<file path="src/rtl/stk_pkg.sv">
package stk_pkg;

  typedef enum logic [2:0] {
    OP_NOP  = 3'd0,
    OP_LOAD = 3'd1,
    OP_STOR = 3'd2,
    OP_SUM  = 3'd3,
    OP_DIFF = 3'd4,
    OP_HALT = 3'd5
  } op_e;

  typedef enum logic {
    ST_IDLE = 1'b0,
    ST_FILL = 1'b1
  } st_e;

endpackage

</file>
<file path="src/rtl/stk_alu.sv">
module stk_alu #(
  parameter int DATA_W = 16
) (
  input  logic              sub,
  input  logic [DATA_W-1:0] below,
  input  logic [DATA_W-1:0] top,
  output logic [DATA_W-1:0] y
);

  // Result wraps modulo 2^DATA_W; the carry is discarded.
  always_comb begin
    if (sub) y = below - top;
    else     y = below + top;
  end

endmodule

</file>
<file path="src/rtl/stk_store.sv">
module stk_store #(
  parameter int DATA_W = 16,
  parameter int DEPTH  = 8
) (
  input  logic                         clk,
  input  logic                         rst_n,
  input  logic                         push_en,
  input  logic                         pop_en,
  input  logic                         fold_en,
  input  logic [DATA_W-1:0]            wdata,
  output logic [DATA_W-1:0]            top,
  output logic [DATA_W-1:0]            below,
  output logic [$clog2(DEPTH+1)-1:0]   count
);

  localparam int CNT_W = $clog2(DEPTH + 1);
  localparam int IDX_W = $clog2(DEPTH);

  logic [DATA_W-1:0] ent_q [DEPTH];
  logic [CNT_W-1:0]  cnt_q, cnt_d;
  logic              cnt_en;
  logic [IDX_W-1:0]  top_idx, below_idx;

  // Next occupancy: push adds one, pop or fold removes one.
  always_comb begin
    cnt_en = push_en | pop_en | fold_en;
    cnt_d  = cnt_q;
    if (push_en)               cnt_d = cnt_q + CNT_W'(1);
    else if (pop_en | fold_en) cnt_d = cnt_q - CNT_W'(1);
  end

  always_ff @(posedge clk or negedge rst_n) begin
    if (!rst_n)      cnt_q <= '0;
    else if (cnt_en) cnt_q <= cnt_d;
  end

  // One write enable per entry: a push writes slot count, a fold
  // overwrites slot count-2 with the arithmetic result.
  for (genvar g = 0; g < DEPTH; g++) begin : g_ent
    logic wr_en;
    always_comb begin
      wr_en = (push_en && (cnt_q == CNT_W'(g))) ||
              (fold_en && ({1'b0, cnt_q} == (CNT_W+1)'(g + 2)));
    end
    always_ff @(posedge clk or negedge rst_n) begin
      if (!rst_n)     ent_q[g] <= '0;
      else if (wr_en) ent_q[g] <= wdata;
    end
  end

  always_comb begin
    top_idx   = IDX_W'(cnt_q - CNT_W'(1));
    below_idx = IDX_W'(cnt_q - CNT_W'(2));
    top       = ent_q[top_idx];
    below     = ent_q[below_idx];
    count     = cnt_q;
  end


  count_bound_chk: assert property (@(posedge clk) disable iff (!rst_n)
    cnt_q <= CNT_W'(DEPTH));


  push_top_chk: assert property (@(posedge clk) disable iff (!rst_n)
    push_en |=> top == $past(wdata));


  pop_reveal_chk: assert property (@(posedge clk) disable iff (!rst_n)
    pop_en |=> top == $past(below));


  fold_count_chk: assert property (@(posedge clk) disable iff (!rst_n)
    fold_en |=> cnt_q == $past(cnt_q) - CNT_W'(1));

endmodule

</file>
<file path="src/rtl/stk_ctrl.sv">
module stk_ctrl
  import stk_pkg::*;
#(
  parameter int DATA_W = 16,
  parameter int DEPTH  = 8,
  parameter int ADDR_W = 8
) (
  input  logic                        clk,
  input  logic                        rst_n,
  input  logic [2:0]                  op_code,
  input  logic [ADDR_W-1:0]           op_addr,
  input  logic [DATA_W-1:0]           mem_rdata,
  input  logic [$clog2(DEPTH+1)-1:0]  count,
  input  logic [DATA_W-1:0]           top,
  input  logic [DATA_W-1:0]           alu_y,
  output logic                        alu_sub,
  output logic                        push_en,
  output logic                        pop_en,
  output logic                        fold_en,
  output logic [DATA_W-1:0]           stk_wdata,
  output logic [ADDR_W-1:0]           mem_addr,
  output logic [DATA_W-1:0]           mem_wdata,
  output logic                        mem_we,
  output logic                        busy,
  output logic                        err,
  output logic                        halted
);

  localparam int CNT_W = $clog2(DEPTH + 1);

  st_e              st_q, st_d;
  logic [ADDR_W-1:0] addr_q;
  logic             addr_en;
  logic             err_q, err_d;
  logic             halt_q, halt_d;
  logic             full, empty, pair;

  always_comb begin
    full  = (count == CNT_W'(DEPTH));
    empty = (count == '0);
    pair  = (count >= CNT_W'(2));
  end

  // Next-state and decode
  always_comb begin
    st_d    = st_q;
    err_d   = err_q;
    halt_d  = halt_q;
    addr_en = 1'b0;
    push_en = 1'b0;
    pop_en  = 1'b0;
    fold_en = 1'b0;
    mem_we  = 1'b0;
    if (st_q == ST_FILL) begin
      push_en = 1'b1;
      st_d    = ST_IDLE;
    end else if (!halt_q) begin
      case (op_e'(op_code))
        OP_LOAD: begin
          if (full) err_d = 1'b1;
          else begin
            st_d    = ST_FILL;
            addr_en = 1'b1;
          end
        end
        OP_STOR: begin
          if (empty) err_d = 1'b1;
          else begin
            mem_we = 1'b1;
            pop_en = 1'b1;
          end
        end
        OP_SUM, OP_DIFF: begin
          if (!pair) err_d = 1'b1;
          else       fold_en = 1'b1;
        end
        OP_HALT: halt_d = 1'b1;
        default: ;
      endcase
    end
  end

  always_comb begin
    alu_sub   = (op_code == OP_DIFF);
    stk_wdata = (st_q == ST_FILL) ? mem_rdata : alu_y;
    mem_addr  = (st_q == ST_FILL) ? addr_q : op_addr;
    mem_wdata = top;
    busy      = (st_q == ST_FILL);
    err       = err_q;
    halted    = halt_q;
  end

  // Registers
  always_ff @(posedge clk or negedge rst_n) begin
    if (!rst_n) begin
      st_q   <= ST_IDLE;
      err_q  <= 1'b0;
      halt_q <= 1'b0;
    end else begin
      st_q   <= st_d;
      err_q  <= err_d;
      halt_q <= halt_d;
    end
  end

  always_ff @(posedge clk or negedge rst_n) begin
    if (!rst_n)       addr_q <= '0;
    else if (addr_en) addr_q <= op_addr;
  end


  single_wait_chk: assert property (@(posedge clk) disable iff (!rst_n)
    busy |=> !busy);


  err_sticky_chk: assert property (@(posedge clk) disable iff (!rst_n)
    err |=> err);


  halt_quiet_chk: assert property (@(posedge clk) disable iff (!rst_n)
    halted |-> (!mem_we && !busy && $stable(count)));


  no_empty_write_chk: assert property (@(posedge clk) disable iff (!rst_n)
    mem_we |-> count != '0);


  store_drop_chk: assert property (@(posedge clk) disable iff (!rst_n)
    mem_we |=> count == $past(count) - CNT_W'(1));

endmodule

</file>
<file path="src/rtl/stack_exec_unit.sv">
module stack_exec_unit #(
  parameter int DATA_W = 16,
  parameter int DEPTH  = 8,
  parameter int ADDR_W = 8
) (
  input  logic              clk,
  input  logic              rst_n,
  input  logic [2:0]        op_code,
  input  logic [ADDR_W-1:0] op_addr,
  input  logic [DATA_W-1:0] mem_rdata,
  output logic [ADDR_W-1:0] mem_addr,
  output logic [DATA_W-1:0] mem_wdata,
  output logic              mem_we,
  output logic              busy,
  output logic              err,
  output logic              halted
);

  localparam int CNT_W = $clog2(DEPTH + 1);

  logic [1:0]        rsync_q;
  logic              core_rst_n;
  logic              push_en, pop_en, fold_en, alu_sub;
  logic [DATA_W-1:0] stk_wdata, top, below, alu_y;
  logic [CNT_W-1:0]  count;

  // Asynchronous assert, synchronous release
  always_ff @(posedge clk or negedge rst_n) begin
    if (!rst_n) rsync_q <= '0;
    else        rsync_q <= {rsync_q[0], 1'b1};
  end
  assign core_rst_n = rsync_q[1];

  stk_store #(.DATA_W(DATA_W), .DEPTH(DEPTH)) u_store (
    .clk     (clk),
    .rst_n   (core_rst_n),
    .push_en (push_en),
    .pop_en  (pop_en),
    .fold_en (fold_en),
    .wdata   (stk_wdata),
    .top     (top),
    .below   (below),
    .count   (count)
  );

  stk_alu #(.DATA_W(DATA_W)) u_alu (
    .sub   (alu_sub),
    .below (below),
    .top   (top),
    .y     (alu_y)
  );

  stk_ctrl #(.DATA_W(DATA_W), .DEPTH(DEPTH), .ADDR_W(ADDR_W)) u_ctrl (
    .clk       (clk),
    .rst_n     (core_rst_n),
    .op_code   (op_code),
    .op_addr   (op_addr),
    .mem_rdata (mem_rdata),
    .count     (count),
    .top       (top),
    .alu_y     (alu_y),
    .alu_sub   (alu_sub),
    .push_en   (push_en),
    .pop_en    (pop_en),
    .fold_en   (fold_en),
    .stk_wdata (stk_wdata),
    .mem_addr  (mem_addr),
    .mem_wdata (mem_wdata),
    .mem_we    (mem_we),
    .busy      (busy),
    .err       (err),
    .halted    (halted)
  );

endmodule

</file>
<file path="config.mk">
export PLATFORM = sky130hd
export DESIGN_NAME = stack_exec_unit
export DESIGN_NICKNAME = d
export VERILOG_FILES = /design/src/rtl/stk_pkg.sv /design/src/rtl/stk_alu.sv /design/src/rtl/stk_store.sv /design/src/rtl/stk_ctrl.sv /design/src/rtl/stack_exec_unit.sv
export SDC_FILE = /design/constraint.sdc
export NUM_CORES = 1
export LEC_CHECK = 0
export ABC_AREA = 1
export BUFFER_PORTS_ARGS = -buffer_cell sky130_fd_sc_hd__buf_2
export CAP_MARGIN = 20
export CORE_ASPECT_RATIO = 1.75
export CORE_MARGIN = 3
export CORE_UTILIZATION = 60
export CTS_CLUSTER_SIZE = 10
export DETAILED_ROUTE_END_ITERATION = 6
export HOLD_SLACK_MARGIN = 0.1
export PLACE_DENSITY = 0.89
export SYNTH_ARGS = -nofsm -noshare
export SYNTH_HDL_FRONTEND = slang
export SYNTH_SLANG_ARGS = --single-unit
</file>
<file path="constraint.sdc">
create_clock -name clk -period 4.8 [get_ports clk]
set_clock_uncertainty 0.05 [all_clocks]
set_input_delay 0.96 -clock clk [delete_from_list [all_inputs] [get_ports clk]]
set_output_delay 0.96 -clock clk [all_outputs]
set_load 0.1 [all_outputs]
</file>
# After elaboration in Yosys (flattened, before gate mapping)
# Index checks and enable logic that the tools add are counted.
# Widths: inputs -> output; s select.
[totals]
regBits = 145
inputBits = 29
out_inout_bits = 28
elab_cells = 106
[classes]
add_sub_neg = 5
n_lt_le_gt_ge = 3
eq_ne = 17
muxes = 30
n_bitwise = 7
n_reduce_logical = 30
[op_table]
columns = ["operator", "count"]
rows = [
  ["$bmux 16 s3", 2],
  ["$mux 16", 6],
  ["$mux 1", 18],
  ["$add 16x16->16", 1],
  ["$eq 4x3->1 const B", 4],
  ["$logic_and 1x1->1", 16],
  ["$sub 16x16->16", 1],
  ["$eq 4x2->1 const B", 2],
  ["$eq 4x4->1 const B", 2],
  ["$ge 4x4->1 const B", 2],
  ["$logic_or 1x1->1", 8],
  ["$mux 4", 2],
  ["$mux 8", 1],
  ["$not 3->4", 2],
  ["$eq 3x2->1 const B", 2],
  ["$eq 3x3->1 const B", 2],
  ["$reduce_and 6->1", 1],
  ["$add 4x1->4 const B", 1],
  ["$eq 4x1->1 const B", 1],
  ["$ge 4x2->1 const B", 1],
  ["$logic_not 4->1", 1],
  ["$ne 2x1->1 const B", 2],
  ["$sub 4x1->4 const B", 1],
  ["$eq 3x1->1 const B", 1],
  ["other kinds (9)", 12],
]

# Logic depth before layout (Yosys ltp)
[depth]
depth_word = 8
depth_mapped = 32
depth_no_buf = 28

# Hierarchy
# From an unflattened synthesis, not the netlist that was laid out.
[unflattened]
hier_cells = 1612
area_unflattened_um2 = 10357.4
[modules_own_cells]
columns = ["module", "n_inst", "cells_each", "area_each_um2", "seq_area_each_um2"]
rows = [
  ["stk_store", 1, 1183, 7908.8, 3303.2],
  ["stk_alu", 1, 266, 1396.3, 0.0],
  ["stk_ctrl", 1, 160, 998.5, 275.3],
  ["stack_exec_unit", 1, 3, 53.8, 50.0],
]

# Worst setup path before layout
# No wires, ideal clock.
[synth_path]
path_type = "reg2reg"
start = "register u_store.cnt_q[1], in the netlist u_store.count[1]"
end = "register u_store.ent_q[105] (netlist name)"
setup_ns = 0.126
arrival_ns = 5.109
t_required_ns = 4.624
path_slack_ns = -0.485
path_stages_with_launch = 26
path_buffers = 4
period_less_slack_ns = 5.285
path_cell_list = "dfrtp_1 > buf_2 > inv_1 > clkbuf_1 > buf_1 > ha_1 > xor2_4 > buf_6 > nand2_1 > nand2_1 > inv_1 > ha_1 > inv_1 > o21ai_0 > xor2_1 > ha_1 > a21oi_1 > a21boi_0 > o21ai_0 > inv_1 > o21bai_1 > or2_2 > nand3_1 > nand2_1 > nand2_1 > o21ai_0"
[synth_between]
elab_chain_len = 8
word_cells_on_any_way = 24
classes_between = "add/sub: 4; order compare: 1; eq/ne: 2; mux: 12; bitwise: 2; reduce/logical: 3"
[synth_rtl]
columns = ["element", "line", "text"]
rows = [
  ["start, declared", "stk_store.sv:20", "logic [CNT_W-1:0] cnt_q, cnt_d;"],
  ["start signal, assigned", "stk_store.sv:34", "else if (cnt_en) cnt_q <= cnt_d;"],
  ["$sub 4x1->4 (*)", "--", ""],
  ["$not 3->4 (not written as such) (*)", "stk_store.sv:54", "top = ent_q[top_idx];"],
  ["$bmux 16 s3 (*)", "stk_store.sv:54", ""],
  ["$mux 16 (not written as such) (*) (2 in a row)", "stk_store.sv:54", ""],
  ["named net mem_wdata[0]", "stack_exec_unit.sv:12", "output logic [DATA_W-1:0] mem_wdata,"],
  ["$add 16x16->16 / $sub 16x16->16 (equally long branches)", "stk_alu.sv:13, stk_alu.sv:12", ""],
  ["$mux 16 (*)", "stk_alu.sv:12", "if (sub) y = below - top;"],
  ["$mux 16 (*)", "stk_ctrl.sv:85", "stk_wdata = (st_q == ST_FILL) ? mem_rdata : alu_y;"],
  ["end signal, assigned by index", "stk_store.sv:47", "else if (wr_en) ent_q[g] <= wdata;"],
  ["end, declared", "stk_store.sv:19", "logic [DATA_W-1:0] ent_q [DEPTH];"],
]
# The timed path passes the listed nets; every way through them passes the cells marked *. The select of a mux whose other input is x is not followed.
# A chain may end at the register's enable or synchronous reset.

# Worst setup path in the final report
[layout_path]
start = "register u_store.cnt_q[0], in the netlist u_store.count[0]"
end = "register u_store.ent_q[27] (netlist name)"
[layout_between]
elab_chain_len = 8
word_cells_on_any_way = 24
classes_between = "add/sub: 4; order compare: 1; eq/ne: 2; mux: 12; bitwise: 2; reduce/logical: 3"
[layout_rtl]
columns = ["element", "line"]
rows = [
  ["$sub 4x1->4 / $sub 3x2->3 (equally long branches)", "--"],
  ["$not 3->4, on equally long branches", "stk_store.sv:54, stk_store.sv:55"],
  ["$bmux 16 s3, on equally long branches", "stk_store.sv:54, stk_store.sv:55"],
  ["$mux 16, on equally long branches (2 in a row)", "stk_store.sv:54, stk_store.sv:55"],
  ["$add 16x16->16 / $sub 16x16->16 (equally long branches)", "stk_alu.sv:13, stk_alu.sv:12"],
  ["$mux 16", "stk_alu.sv:12"],
  ["$mux 16", "stk_ctrl.sv:85"],
]
# Parallel ways exist; a longest one is shown, timed or not. The select of a mux whose other input is x is not followed.

==> impl_metrics.yaml <==
placement:
  place_hpwl_mm: 19.3
  gp_congestion: 1.01
  dp_slack_ns: 0.148
  io_buffers: 56
  post_dp_cell_area_mm2: 0.00988
logic_synthesis:
  synth_xor_area_share_pct: 1.94
  yosys_warnings: 0
  netlist_area_mm2: 0.00947
  synth_top_family_by_area: "simple AND/OR/NAND/NOR gates"
  synth_commonest_cells: "407 x nand2_1, 202 x o21ai_0, 171 x inv_1"
  synth-edff-count: 0
  synth_area_leaders: "dfrtp_1 38%, nand2_1 16%, o21ai_0 11%"
  synth_flop_cell: "dfrtp_1"
  yosysMostFrequentCell: "nand2_1"
  synthSimpleGateAreaFrac_pct: 26.9
  synth.net_count: 1420
  async_reset_ff_share_pct: 100
  synth.top_cell.area_share_pct: 38.3
  synth.yosys.seq_area_share_pct: 38.3
  synthCells: 1366
  ys_types: 46
  syn_area_per_cell_um2: 6.93
  yosysTopAreaCell: "dfrtp_1"
  synth_fa_ha_area_share_pct: 3.38
  synth_compound_area_share_pct: 18.6
  ys_ff_latch: 145
  synthMuxAreaShare_pct: 0
drt:
  vias: 9854
  wire_per_inst_um: 18.6
  antenna_left: 0
  drt-total-wl_mm: 29.7
  vias_per_cell: 6.18
  drtIter0Drc: 1097
  drc: 0
  firstDrtPassIters: 6
cells_and_area:
  num-nets-final: 1450
  n_antenna_cell: 0
  drive_above_1_share_pct: 11.4
  multi_input_area_mm2: 0.00486
  fin_area_mm2: 0.0105
  syn_to_final_growth_pct: 11.2
  seqCellArea_mm2: 0.00364
  fillers: 1201
clock_network:
  clock_path_buffers: 2
  numCtsBuffers: 17
  root_buffer: "clkbuf_16"
  tritoncts: "done"
  cts_sinks: 145
  htree_levels: 4
  clk_latency_ns: 0.44
  clk_pin_slew_worst_paths_ns: 0.07
worst_setup_path:
  endpoint_kind: "flop"
  cp-start-kind: "flop"
  path_class: "reg -> reg"
  critPathMaxFanout: 18
  cp.required_ns: 5.02
  cp.arrival_ns: 4.79
timing:
  slew_headroom_pct: 28.9
  post-route-period-util_pct: 95.2
  fmax_mhz: 219
  hold_viol_final: 0
  setup-violations-final: 0
  final-max-slew-violation-count: 0
  tightest_slew_ns: 1.06
  rsz0062_at_grt: "false"
  post-route-min-period_ns: 4.57
  fin_ws_ns: 0.229
floorplan:
  initial_core_util_pct: 61.5
  die_height_um: 172
  num_rows: 60
  dieWidth_um: 101
  dieArea_mm2: 0.0174
  design.core.area_mm2: 0.0154
  num_io_pins: 57
global_routing:
  grt_pass1_vias: 9436
  overflow: 0
  grt_pass1_wl_mm: 47.3
  antenna_found_initial: 0
  grt_max_degree: 154
  track_usage_pct: 35.2
run:
  drv_cap: 0
worst_hold_path:
  hold_path.class: "in -> async"
run_status:
  outcome: "finished clean"
-- cell families (layout without fill, tap and decap cells) --
family                   count (synthesis)  after routing
other                                    1              1
AND/OR/NAND/NOR                        605            605
flip-flops                             145            145
XOR/XNOR                                18             18
buffers and inverters                  247            290
AO/OA/AOI/OAI                          325            325
adder cells (fa/ha/maj)                 25             25
-- flip-flops by register name, summed over array words and instances, names as in the netlist --
name	flops
u_ctrl.busy	1
u_ctrl.err	1
u_ctrl.halted	1
u_store.count	4
rsync_q	2
u_store.ent_q	128
u_ctrl.addr_q	8
-- routing by layer --
layer  vias up  global-route usage (%)  routed length (um)
met5         -                       0                   0
met4         0                    30.3                2970
met3       198                    7.63                2600
met2       638                    56.8               14100
met1      4507                    38.7               10000
li1       4511                       -                   -
-- path summary, 6_finish.rpt --
path | startpoint | to | slack [ns] | cells past startpoint
max in group asynchronous | rsync_q[1]$_DFF_PN0_ | u_store.count[0]$_DFFE_PN0P_ | 3.67 | 1
min in group clk | rsync_q[0]$_DFF_PN0_ | rsync_q[1]$_DFF_PN0_ | 0.31 | 0
worst max register to register | u_store.count[0]$_DFFE_PN0P_ | u_store.ent_q[27]$_DFFE_PN0P_ | 0.23 | 23
worst min-delay path | rst_n | rsync_q[1]$_DFF_PN0_ | 0.24 | 1
worst max-delay path | u_store.count[0]$_DFFE_PN0P_ | u_store.ent_q[27]$_DFFE_PN0P_ | 0.23 | 23
worst min register to register | rsync_q[0]$_DFF_PN0_ | rsync_q[1]$_DFF_PN0_ | 0.31 | 0
-- repair_timing --
action | 4_1_cts | 5_1_grt
endpoints found under the setup margin | 0 | 62
setup buffers | 0 | 3
gates resized for setup | 0 | 7
hold buffers | 0 | 0
-- metrics by stage --
stage	util (%)	setup TNS [ns]	hold WS, ns	std cells
4_1_cts	68.0	0	0.242	1592
6_report	68.4	0	0.242	1595
3_3_place_gp	64.2	0	0.294	1559
3_5_place_dp	64.2	0	0.293	1560
5_1_grt	68.4	0	0.235	1595
2_1_floorplan	-	-0.750	0.281	1366
-- layout by cell type (no fill, tap or decap), types with 15 or more instances in the layout --
cell	instances
a21oi_1	68
xor2_1	16
o21ai_0	202
inv_1	168
a221oi_1	15
nand2_1	403
dfrtp_1	143
clkbuf_16	17
buf_2	55
nor2_1	27
ha_1	22
a31oi_1	18
nand3_1	140
buf_4	23
-- layout make-up --
cell class | count | area share, %
well taps | 186 | 2.21
repair buffers | 83 | 5.21
clock inverters | 14 | 1.37
inverters | 175 | 6.36
clock buffers | 18 | 4.17
multi-input cells | 974 | 46.1
flip-flops and latches | 145 | 34.5
-- worst max-delay path, stage by stage (launching register included) --
cell,delay (ns)
dfrtp_4,0.43
clkinv_2,0.15
ha_4,0.39
inv_2,0.12
buf_4,0.23
nand3_1,0.11
nand3_1,0.08
nand2_1,0.28
nand2_1,0.10
nor2_1,0.10
nand2_1,0.11
nor2_1,0.21
nor2_1,0.08
xor2_1,0.14
ha_1,0.37
nand2_1,0.09
nor2_1,0.05
nand3_1,0.08
nand4_1,0.21
or2_2,0.33
nand3_1,0.07
nand2_1,0.30
nand2_1,0.16
o21ai_0,0.14
Power is left out: the tool's default activity adds up to more than one toggle a clock period on the data nets, which glitch-free logic cannot reach.
